### src/rtl/bdi_pkg.sv
package bdi_pkg;

    typedef struct packed {
        logic master;
        logic addressed;
        logic gcall;
        logic arb_lost;
        logic foreign_start;
    } bdi_role_t;

    localparam int ROLE_W = $bits(bdi_role_t);

    typedef enum logic [2:0] {
        ACT_KEEP,
        ACT_SET,
        ACT_SW_CLR,
        ACT_BUS_CLR,
        ACT_OFF_CLR
    } bdi_act_e;

    // Priority: disable, bus condition, byte set, software clear
    function automatic bdi_act_e pick_action(
        input logic en,
        input logic bus_evt,
        input logic set_req,
        input logic sw_clr
    );
        if (!en)     return ACT_OFF_CLR;
        if (bus_evt) return ACT_BUS_CLR;
        if (set_req) return ACT_SET;
        if (sw_clr)  return ACT_SW_CLR;
        return ACT_KEEP;
    endfunction

endpackage

### src/rtl/bdi_cause_eval.sv
module bdi_cause_eval
    import bdi_pkg::*;
#(
    parameter logic [ROLE_W-1:0] ROLE_MASK = '1
) (
    input  bdi_role_t role,
    output logic      any_role
);
    logic [ROLE_W-1:0] hits;

    for (genvar g = 0; g < ROLE_W; g++) begin : g_hit
        assign hits[g] = role[g] & ROLE_MASK[g];
    end

    assign any_role = |hits;
endmodule

### src/rtl/bdi_start_guard.sv
module bdi_start_guard #(
    parameter bit START_GUARD = 1'b1
) (
    input  logic clk,
    input  logic rst,
    input  logic en,
    input  logic mst_req,
    input  logic bus_busy,
    input  logic sda_in,
    input  logic scl_in,
    input  logic start_det,
    input  logic stop_det,
    output logic suppress
);
    if (START_GUARD) begin : g_guard
        logic trip;
        logic sup_q;

        assign trip = mst_req & ~bus_busy & (~sda_in | ~scl_in);

        always_ff @(posedge clk) begin
            if (rst || !en || start_det || stop_det) begin
                sup_q <= 1'b0;
            end else if (trip) begin
                sup_q <= 1'b1;
            end else if (mst_req) begin
                sup_q <= 1'b0;
            end
        end

        assign suppress = trip | sup_q;

        AST_GUARD_LATCHES: assert property (@(posedge clk) disable iff (rst)
            (trip && en && !start_det && !stop_det) |=> suppress);
    end else begin : g_noguard
        assign suppress = 1'b0;
    end
endmodule

### src/rtl/bdi_flag_reg.sv
module bdi_flag_reg
    import bdi_pkg::*;
(
    input  logic clk,
    input  logic rst,
    input  logic en,
    input  logic bus_evt,
    input  logic set_req,
    input  logic sw_clr,
    input  logic ie_wr,
    input  logic ie_val,
    output logic flag_q,
    output logic ie_q
);
    bdi_act_e act;

    assign act = pick_action(en, bus_evt, set_req, sw_clr);

    always_ff @(posedge clk) begin
        if (rst) begin
            flag_q <= 1'b0;
        end else begin
            unique case (act)
                ACT_SET:     flag_q <= 1'b1;
                ACT_KEEP:    flag_q <= flag_q;
                default:     flag_q <= 1'b0;
            endcase
        end
    end

    always_ff @(posedge clk) begin
        if (rst) begin
            ie_q <= 1'b0;
        end else if (ie_wr) begin
            ie_q <= ie_val;
        end
    end

    AST_SET_BEATS_CLEAR: assert property (@(posedge clk) disable iff (rst)
        (en && !bus_evt && set_req && sw_clr) |=> flag_q);
    AST_BUS_CLEARS: assert property (@(posedge clk) disable iff (rst)
        bus_evt |=> !flag_q);
endmodule

### src/rtl/i2c_bytedone_irq.sv
module i2c_bytedone_irq
    import bdi_pkg::*;
#(
    parameter bit                START_GUARD = 1'b1,
    parameter logic [ROLE_W-1:0] ROLE_MASK   = '1
) (
    input  logic clk,
    input  logic rst,
    input  logic if_en,
    input  logic byte_done,
    input  logic start_det,
    input  logic stop_det,
    input  logic bus_busy,
    input  logic is_master,
    input  logic addr_match,
    input  logic gen_call,
    input  logic arb_lost,
    input  logic foreign_start,
    input  logic mst_req,
    input  logic sda_in,
    input  logic scl_in,
    input  logic wr_flag,
    input  logic wr_flag_val,
    input  logic wr_ie,
    input  logic wr_ie_val,
    output logic irq,
    output logic flag_rd,
    output logic scl_hold
);
    bdi_role_t role;
    logic      any_role;
    logic      suppress;
    logic      bus_evt;
    logic      set_req;
    logic      sw_clr;
    logic      flag_q;
    logic      ie_q;

    assign role = '{master:        is_master,
                    addressed:     addr_match,
                    gcall:         gen_call,
                    arb_lost:      arb_lost,
                    foreign_start: foreign_start};

    bdi_cause_eval #(.ROLE_MASK(ROLE_MASK)) i_cause (
        .role     (role),
        .any_role (any_role)
    );

    bdi_start_guard #(.START_GUARD(START_GUARD)) i_guard (
        .clk       (clk),
        .rst       (rst),
        .en        (if_en),
        .mst_req   (mst_req),
        .bus_busy  (bus_busy),
        .sda_in    (sda_in),
        .scl_in    (scl_in),
        .start_det (start_det),
        .stop_det  (stop_det),
        .suppress  (suppress)
    );

    assign bus_evt = start_det | stop_det;
    assign set_req = byte_done & any_role & ~suppress;
    assign sw_clr  = wr_flag & ~wr_flag_val;

    bdi_flag_reg i_flag (
        .clk     (clk),
        .rst     (rst),
        .en      (if_en),
        .bus_evt (bus_evt),
        .set_req (set_req),
        .sw_clr  (sw_clr),
        .ie_wr   (wr_ie),
        .ie_val  (wr_ie_val),
        .flag_q  (flag_q),
        .ie_q    (ie_q)
    );

    // Hold is raised combinationally with the setting byte so no clock escapes
    assign scl_hold = if_en & ~bus_evt & (flag_q | set_req);
    assign flag_rd  = flag_q;
    assign irq      = flag_q & ie_q;

    AST_NO_SET_WITHOUT_BYTE: assert property (@(posedge clk) disable iff (rst)
        (!flag_rd && !byte_done) |=> !flag_rd);
    AST_HOLD_WITH_FLAG: assert property (@(posedge clk) disable iff (rst)
        (flag_rd && if_en && !start_det && !stop_det) |-> scl_hold);
    AST_HOLD_PRECEDES_FLAG: assert property (@(posedge clk) disable iff (rst)
        (scl_hold && !flag_rd) |=> flag_rd);
    AST_SW_CLEAR: assert property (@(posedge clk) disable iff (rst)
        (wr_flag && !wr_flag_val && !byte_done) |=> !flag_rd);
    AST_WRITE_ONE_KEEPS: assert property (@(posedge clk) disable iff (rst)
        (flag_rd && wr_flag && wr_flag_val && if_en && !start_det && !stop_det)
        |=> flag_rd);
    AST_GUARD_BLOCKS: assert property (@(posedge clk) disable iff (rst)
        (mst_req && !bus_busy && (!sda_in || !scl_in) && !flag_rd)
        |=> !flag_rd);
    AST_OFF_CLEARS: assert property (@(posedge clk) disable iff (rst)
        !if_en |=> !flag_rd);
    AST_OFF_NO_HOLD: assert property (@(posedge clk) disable iff (rst)
        !if_en |-> !scl_hold);
    AST_IRQ_NEEDS_FLAG: assert property (@(posedge clk) disable iff (rst)
        irq |-> flag_rd);
endmodule

### config.mk
export PLATFORM = sky130hd
export DESIGN_NAME = i2c_bytedone_irq
export DESIGN_NICKNAME = d
export VERILOG_FILES = /design/src/rtl/bdi_pkg.sv /design/src/rtl/bdi_cause_eval.sv /design/src/rtl/bdi_start_guard.sv /design/src/rtl/bdi_flag_reg.sv /design/src/rtl/i2c_bytedone_irq.sv
export SDC_FILE = /design/constraint.sdc
export NUM_CORES = 1
export LEC_CHECK = 0
export ABC_AREA = 1
export ABC_CLOCK_PERIOD_IN_PS = 1850
export CAP_MARGIN = 20
export CORE_AREA = 2 2 39 41
export CTS_CLUSTER_SIZE = 16
export DETAILED_ROUTE_END_ITERATION = 8
export DIE_AREA = 0 0 41 43
export PLACE_DENSITY_LB_ADDON = 0.2
export SLEW_MARGIN = 0
export SYNTH_ARGS = -nofsm -noshare
export SYNTH_HDL_FRONTEND = slang
export SYNTH_SLANG_ARGS = --single-unit
### constraint.sdc
create_clock -name clk -period 1.85 [get_ports clk]
set_input_delay 0.37 -clock clk [delete_from_list [all_inputs] [get_ports clk]]
set_output_delay 0.37 -clock clk [all_outputs]
set_load 0.01 [all_outputs]
==> results of run 1 <==
-- cells in the mapped netlist --
cell / n
or2_1: 1
nor2_1: 6
inv_1: 6
nand2_1: 5
mux2i_1: 1
o21ai_0: 1
nand3_1: 2
a21oi_1: 3
dfxtp_1: 3
-- worst max-delay path, cell delays in order --
cell and delay (ns):
clkdlybuf4s50_1 0.45, inv_1 0.03, nor2_1 0.11, nand3_2 0.09
a21oi_1 0.13, clkbuf_2 0.15
-- flip-flops by register name, summed over array words and instances, names as in the netlist --
signal,cells
i_flag.flag_q,1
i_flag.ie_q,1
i_guard.g_guard.sup_q,1
-- cells by family after synthesis --
group | Yosys count | synth area share (%)
and+or+nand+nor | 14 | 33.8
AOI/OAI and AO/OA | 4 | 11.8
DFF | 3 | 35.3
buffers and inverters | 6 | 13.2
muxes | 1 | 5.88
-- path summary, 6_finish.rpt --
kind	from	end	slack, ns
setup / recovery	byte_done	scl_hold	0.15
hold / removal	i_guard.g_guard.sup_q	i_guard.g_guard.sup_q	0.46
setup reg to reg	i_guard.g_guard.sup_q	i_flag.flag_q	1.14
hold reg to reg	i_guard.g_guard.sup_q	i_guard.g_guard.sup_q	0.46
-- per-layer routing --
metal / routed length (um) / GRT usage [%] / vias up
li1: - / - / 139
met1: 186 / 5.14 / 95
met2: 255 / 10.0 / 10
met3: 56 / 1.57 / 0
met4: 0 / 6.00 / 0
met5: 0 / 0 / -
-- final cells by class --
class,instances,area (um2),share of cell area [%]
Clock buffer,4,26.3,5.95
Multi-Input combinational cell,19,92.6,21.0
Tap cell,16,20.0,4.53
Inverter,6,22.5,5.10
Sequential cell,3,60.1,13.6
Timing Repair Buffer,23,220,49.9
-- stage by stage --
stage	TNS, ns	worst slack, ns	std cells
2_1_floorplan	0	0.662	28
3_3_place_gp	-0.248	-0.248	67
3_5_place_dp	-0.264	-0.264	67
4_1_cts	0	0.00968	71
5_1_grt	0	0.0597	71
6_report	0	0.149	71
-- power groups by stage --
stage	combinational (mW)	sequential (mW)	clock [mW]
after floorplan	0.0106	0.0688	0
after global placement	0.0548	0.0689	0
after detailed placement	0.0553	0.0689	0
after CTS	0.0548	0.0679	0.116
after global routing	0.0605	0.0682	0.122
final	0.0548	0.0679	0.110
==> results.md, run 1 <==
- Status: finished, final reports clean
- First-iteration detailed-routing DRC count: 0
- CTS max path bufs: 2
- Starting Density: between 10% and 20%
- Filler cells: roughly 160
- Height of the die: approximately 43 um
- Yosys reg bits: 3
- Area contributors post-synth: dfxtp_1 (35%), inv_1 (13%), nor2_1 (13%), nand2_1 (11%), a21oi_1 (8.8%)
- Seq pwr share: a little under 30%
- Residual DRC: 0
- TritonCTS clock tree: yes
- Port bufs: 21
- Mapped Cells: 28
- Comb power frac: between 20% and 30%
- Net Sw Frac: between 10% and 20%
- Post-CTS Hold Buffers: 0
- Most frequent cells in the layout: clkdlybuf4s50_1 (20), nor2_1 (6), inv_1 (6)
- CP required: around 1.5 ns
- Clock slew at reported path FFs: roughly 0.03 ns
- Most common cell after layout, fill and taps aside: clkdlybuf4s50_1
- RSZ-0062 raised after global routing: no
- CTS Buf Count: 3
- Final instance area: 442 um2
- Kind of critical path: primary input to primary output
- Hold Fails Final Rpt: 0
- Hold WC Path Type: register to register
- Slew margin rel.: a little over 90%
- Largest area contributor in the netlist: dfxtp_1
- Chip Width: about 41 um
- Detail Route Antenna Nets: 0
- Total track usage: about 6.0%
- Top-area cell type share of the netlist area: a little over a third
- Final Max Tran Viols: 0
- Leak: between 0.15 and 0.2 nW
- Design Power: around 0.23 mW
- Worst-Skew Late Latency: 0.22 ns
- Syn Area/Cell: about 6.1 um2
- Total setup buffers inserted after CTS: 0
- Final net count: between 70 and 80
- WL per Instance: 7.01 um
- Synth-to-layout area growth: 160%
- Gpl congestion: ~0.63
- Drt total wl: roughly 500 um
- Vias in the first global route: 226
- Cell area after synthesis: about 170 um2
- Netlist cell types: 9
- Antenna violations before repair: 0
- Hold slack final: 0.460 ns
- Post-CTS sizing: 1
- Tmin final: 1.70 ns
- First-pass GRT wire length: between 700 and 800 um
- DR vias/cell: 3.44
- Via count: between 200 and 250
- Skew final: 0.0000154 ns
- Layout cells sized above 1: 12.7%
- Die area: about 0.0018 mm2
- Global route overflow: 0
- Largest net degree at the start of global routing: 5
- Power density cells: roughly 530 mW/mm2
- Sequential fraction of the synthesis area: a little over a third
- Clock Power Share: between 40% and 50%
- Dpl cell area: approximately 420 um2
- TritonCTS Sinks: 3
- Max-cap viol count: 0
- Util after Layout: a little under a third
- Row count: 14
- Drt pass-1 iters: 1
- Mapped Nets: 47
- Worst-margin pin slew: 0.129 ns
- Critical Path Start Type: primary input
- Top Ports: 22
- Fmax: 588 MHz
- Reg2Reg Depth: 3
- Crit path capture type: primary output
- Net Switching: 0.0432 mW
- Worst EP arrival: roughly 1.3 ns
- Final setup viols: 0
- Yosys Warn Count: 0
- Core box area: around 0.0014 mm2
- Int Pwr: about 0.19 mW
- Worst-path fanout max: 2
- Maximum VDD drop: between 200 and 250 uV
- H-tree level count: 1
- Root buf cell: clkbuf_4
- Tcrit/Tclk final: approximately nine tenths
- Hold Crit Depth: 2
- Number of antenna diodes: 0
Power figures use the tool's default switching activity.
==> run 2: changes to the inputs <==
--- a/config.mk
+++ b/config.mk
@@ -5,7 +5,6 @@
 export SDC_FILE = /design/constraint.sdc
 export NUM_CORES = 1
 export LEC_CHECK = 0
-export ABC_AREA = 1
 export ABC_CLOCK_PERIOD_IN_PS = 1850
 export CAP_MARGIN = 20
 export CORE_AREA = 2 2 39 41
==> run 2 against run 1 <==
Non-clock buffer count shrank 2. Final cell count decreased by 13%. Sequential power is essentially flat. Register-to-register slack barely moved. Setup slack lost 0.11 ns. Global-route usage rose by 1.9 points. Highest routed layer unchanged. Worst hold slack better by 0.033 ns. Cell area is 3.4% lower. Combinational power decreased by 3.8%. Largest power group unchanged.
==> results.md, run 2 <==
- Status: finished, final reports clean
- Worst-margin pin slew: roughly 0.2 ns
- Clock slew at reported path FFs: 0.04 ns
- DR vias/cell: 3.84
- Number of antenna diodes: 0
- Yosys reg bits: 3
- Top Ports: 22
- Power density cells: roughly 550 mW/mm2
- Gpl congestion: roughly 0.60
- Dpl hpwl: ~450 um
- WL per Instance: 9.69 um
- Design Power: ~0.24 mW
- First-pass GRT wire length: 869 um
- Residual DRC: 0
- Tmin final: 1.81 ns
- Skew final: 0.00149 ns
- Slew margin rel.: 86.7%
- Leak: roughly 0.17 nW
- Drt pass-1 iters: 1
- Via count: ~240
- Detail Route Antenna Nets: 0
- Mapped Nets: 40
- Met1 GRT Util: about 7.7%
- Top-area cell type share of the netlist area: about 36%
- Layout cells sized above 1: about a quarter
- Worst-path fanout max: 2
- Cell area after synthesis: around 170 um2
- Largest area contributor in the netlist: dfxtp_1
- Root buf cell: clkbuf_4
- Worst-Skew Late Latency: 0.23 ns
- Total track usage: 7.93%
- Crit path capture type: primary output
- Core box area: ~0.0014 mm2
- Final Max Tran Viols: 0
- H-tree level count: 1
- Die area: approximately 0.0018 mm2
- Yosys Warn Count: 0
- M2 GR Usage: approximately 12%
- Chip Width: 41 um
- TritonCTS clock tree: yes
- Hold Fails Final Rpt: 0
- Kind of critical path: primary input to primary output
- Final instance area: approximately 430 um2
- Commonest cells post-synth: a21oi_1 (3), dfxtp_1 (3), inv_1 (3)
- Most common cell after layout, fill and taps aside: clkdlybuf4s50_1
- Syn Area/Cell: ~7.9 um2
- Sequential fraction of the synthesis area: a little over a third
- Worst EP arrival: about 1.4 ns
- Starting Density: around an eighth
- Final setup viols: 0
- Placed insts: between 50 and 60
- Regs by FF count: i_flag.flag_q x1, i_flag.ie_q x1, i_guard.g_guard.sup_q x1
- Vias in the first global route: between 200 and 250
- Final net count: 66
- Fmax: between 500 and 600 MHz
- Most frequent cells in the layout: clkdlybuf4s50_1 (15), inv_1 (3), clkbuf_4 (3), dfxtp_1 (3), buf_2 (3)
- TritonCTS Sinks: 3
- Mapped Cells: 21
- GRT met3 Usage: 3.66%
- Filler cells: roughly 160
- Ys async rst share: 0%
- Port bufs: 21
- Post-synth EDFFs: 0
- First-iteration detailed-routing DRC count: 0
- Layout Cells excl Fill: 62
- CTS max path bufs: 2
- Synth-to-layout area growth: 156%
- Top_reg_cell synth: dfxtp_1
- Max-cap viol count: 0
- Antenna violations before repair: 0
- Maximum VDD drop: ~250 uV
- Global route overflow: 0
- Global routing's busiest layer: met2
- Drt total wl: 601 um
- FF-to-FF setup slack: around 1.1 ns
- Critical Path Start Type: primary input
- CTS Buf Count: 3
- Netlist cell types: 12
- Dpl cell area: 397 um2
- Util after Layout: 30.8%
- Hold WC Path Type: register to register
- RSZ-0062 raised after global routing: no
- Row count: 14
- Area contributors post-synth: dfxtp_1 (36%), a21oi_1 (9.0%), o2111ai_2 (9.0%), inv_1 (6.8%), or4_4 (6.8%)
- Height of the die: between 40 and 50 um
- CP required: approximately 1.5 ns
- Largest net degree at the start of global routing: 5
- Tcrit/Tclk final: between 90% and 100%
[run 2: final timing paths]
path	from	endpoint	cells past startpoint
worst max-delay path	addr_match	scl_hold	5
worst min-delay path	i_flag.ie_q	i_flag.ie_q	2
worst max register to register	i_guard.g_guard.sup_q	i_guard.g_guard.sup_q	3
worst min register to register	i_flag.ie_q	i_flag.ie_q	2
[run 2: through the flow]
stage,TNS (ns),setup WS (ns),hold slack (ns)
after floorplan,0,0.289,0.442
after global placement,-0.604,-0.604,0.488
after detailed placement,-0.605,-0.605,0.492
after CTS,0,0.00173,0.500
after global routing,0,0.00950,0.555
final,0,0.0385,0.492
[run 2: critical path, stage by stage]
cell and delay, ns:
buf_2 0.10, or4_4 0.54, o2111ai_4 0.22, a21oi_2 0.08, buf_2 0.14
[run 2: layer usage]
metal | wire length, um | up-vias
met5 | 0 | -
met4 | 0 | 0
met3 | 118 | 0
met2 | 271 | 22
met1 | 211 | 95
li1 | - | 121
[run 2: timing repair]
action,4_1_cts,5_1_grt
gates resized for setup,15,5
hold buffers,0,0
cloned,0,0
hold endpoints to repair,0,0
setup buffers,0,0
setup endpoints to repair,1,1
pin swaps,3,5
[run 2: final cells by class]
| type | count | area (um2) | share of cell area [%] |
|---|---|---|---|
| Tap cell | 16 | 20.0 | 4.69 |
| Timing Repair Buffer | 21 | 193 | 45.2 |
| Clock buffer | 4 | 26.3 | 6.16 |
| Multi-Input combinational cell | 15 | 116 | 27.3 |
| Inverter | 3 | 11.3 | 2.64 |
| Sequential cell | 3 | 60.1 | 14.1 |
[run 2: cells by family after synthesis]
| logic type | after synthesis | synth area share (%) |
|---|---|---|
| AOI/OAI and AO/OA | 6 | 24.1 |
| buffers and inverters | 3 | 6.77 |
| DFF | 3 | 36.1 |
| muxes | 1 | 6.02 |
| and+or+nand+nor | 8 | 27.1 |
[run 2: power by group]
group          switching (mW)  total (mW)  internal (mW)
clock                  0.0344       0.115         0.0809
sequential           0.000882      0.0677         0.0669
combinational          0.0149      0.0527         0.0378
total                  0.0502       0.236          0.186
==> run 3: changes to the inputs <==
--- a/config.mk
+++ b/config.mk
@@ -11,7 +11,10 @@
 export CTS_CLUSTER_SIZE = 16
 export DETAILED_ROUTE_END_ITERATION = 8
 export DIE_AREA = 0 0 41 43
+export GPL_ROUTABILITY_DRIVEN = 1
 export PLACE_DENSITY_LB_ADDON = 0.2
+export RECOVER_POWER = 50
+export SETUP_SLACK_MARGIN = 0.4
 export SLEW_MARGIN = 0
 export SYNTH_ARGS = -nofsm -noshare
 export SYNTH_HDL_FRONTEND = slang
==> run 3 against run 2 <==
Total power fell by 0.82%. Wire length fell by 12%. Register-to-register slack got worse by 0.02 ns. Non-clock buffer count did not move. Die area did not move. Sequential share of layout area rose by 0.42 points. Final cell count did not move. Critical endpoint unchanged. Global-route usage rose by 0.29 points. Worst hold slack got worse by 0.0045 ns. Via count fell by 7.6%. Combinational power fell by 3%. Critical path type unchanged.
==> results.md, run 3 (same netlist as run 2, synthesis figures left out) <==
- Starting Density: between 10% and 20%
- Maximum VDD drop: ~150 uV
- Dpl cell area: ~400 um2
- Status: finished, final reports clean
- Worst EP arrival: 1.43 ns
- Power density cells: 553 mW/mm2
- Die area: ~0.0018 mm2
- Height of the die: approximately 43 um
- Critical Path Start Type: primary input
- Worst-margin pin slew: 0.183 ns
- Critical R2R Launch: i_guard.g_guard.sup_q
- Global route overflow: 0
- RSZ-0062 raised after global routing: yes
- WL per Instance: 8.52 um
- First-iteration detailed-routing DRC count: 1
- H-tree level count: 1
- Regs by FF count: i_flag.flag_q x1, i_flag.ie_q x1, i_guard.g_guard.sup_q x1
- Final instance area: 423 um2
- Min-delay src: i_flag.ie_q
- First-pass GRT wire length: roughly 920 um
- Number of antenna diodes: 0
- Worst-path fanout max: 2
- Leak: between 0.15 and 0.2 nW
- Hold WC Path Type: register to register
- Setup ws final: between 0.05 and 0.06 ns
- CP cell instances: buf_6 -> or4_4 -> o2111ai_4 -> a21oi_2 -> buf_2
- CP required: roughly 1.5 ns
- Hold Crit Depth: 2
- Vias in the first global route: around 240
- Most frequent cells in the layout: clkdlybuf4s50_1 (12), inv_1 (3), clkbuf_4 (3), buf_2 (3)
- Chip Width: 41 um
- Total track usage: roughly 8%
- Fmax: 557 MHz
- Reg2Reg Depth: 3
- Crit path capture type: primary output
- Hold Fails Final Rpt: 0
- TritonCTS Sinks: 3
- DR vias/cell: roughly 3.5
- Clock slew at reported path FFs: about 0.040 ns
- Dpl ws: -0.605 ns
- Skew final: roughly 0.000044 ns
- Worst path max stage delay: around 0.53 ns
- Layout cells sized above 1: between 20% and 30%
- Min-Delay Endpoint: i_flag.ie_q
- Synth-to-layout area growth: 154%
- Top Ports: 22
- FF-to-FF setup slack: 1.11 ns
- Tcrit/Tclk final: 97.0%
- CP max-delay cell: or4_4
- Setup TNS Final: 0 ns
- Final setup viols: 0
- Most common cell after layout, fill and taps aside: clkdlybuf4s50_1
- Util after Layout: 30.6%
- Root buf cell: clkbuf_4
- Kind of critical path: primary input to primary output
- Drt total wl: approximately 530 um
- Detail Route Antenna Nets: 0
- Dpl hpwl: 471 um
- Final Max Tran Viols: 0
- Worst setup path startpoint: is_master
- Layout Cells excl Fill: a little over 60
- RR Endpoint: i_guard.g_guard.sup_q
- Largest net degree at the start of global routing: 5
- CTS max path bufs: 2
- Drt pass-1 iters: 3
- Max-cap viol count: 0
- Residual DRC: 0
- Slew margin rel.: between 80% and 90%
- Gpl congestion: 0.618
- CTS Buf Count: 3
- Post-CTS Hold Buffers: 0
- Antenna violations before repair: 0
- Via count: 220
- Worst-Skew Late Latency: between 0.2 and 0.25 ns
- Placed insts: 58
- Port bufs: 21
- Row count: 14
- Core box area: approximately 0.0014 mm2
- TritonCTS clock tree: yes
- Filler cells: 150
- Final net count: 66
- Tmin final: between 1.5 and 2 ns
[run 3: critical path: cells and delay by family]
family | cells | cell delay [ns]
AO/OA/AOI/OAI | 2 | 0.29
buffers and inverters | 2 | 0.23
AND/OR/NAND/NOR | 1 | 0.53
[run 3: per-stage QoR]
stage               total power, mW  hold WS, ns
floorplan                    0.0794        0.442
global placement              0.121        0.482
detailed placement            0.122        0.487
CTS                           0.240        0.495
global route                  0.250        0.538
finish                        0.234        0.488
[run 3: layout make-up]
type | count | area, um2 | share of cell area (%)
repair buffers | 21 | 194 | 45.9
inverters | 3 | 11.3 | 2.66
multi-input cells | 15 | 110 | 26.0
flip-flops and latches | 3 | 61.3 | 14.5
well taps | 16 | 20.0 | 4.73
clock buffers | 4 | 26.3 | 6.21
[run 3: routing by layer]
layer  track usage, %  up-vias  wire length (um)
met5                0        -                 0
met4             8.00        0                 0
met3             3.14        0                16
met2             11.6        2               309
met1             8.65       97               201
li1                 -      121                 -
[run 3: worst max path at each step]
stage | end | slack, ns
global route | scl_hold | 0.02
finish | scl_hold | 0.05
floorplan | scl_hold | 0.30
CTS | scl_hold | 0.05
global placement | scl_hold | -0.60
detailed placement | scl_hold | -0.61
[run 3: where the power goes]
part	switching (mW)	internal [mW]
Clock	0.0342	0.0809
Sequential	0.000813	0.0669
Combinational	0.0134	0.0377
[run 3: what timing repair did]
action | CTS | global route
pin swaps | 3 | 1
gates resized for setup | 20 | 0
setup endpoints to repair | 4 | 1
setup buffers | 0 | 0
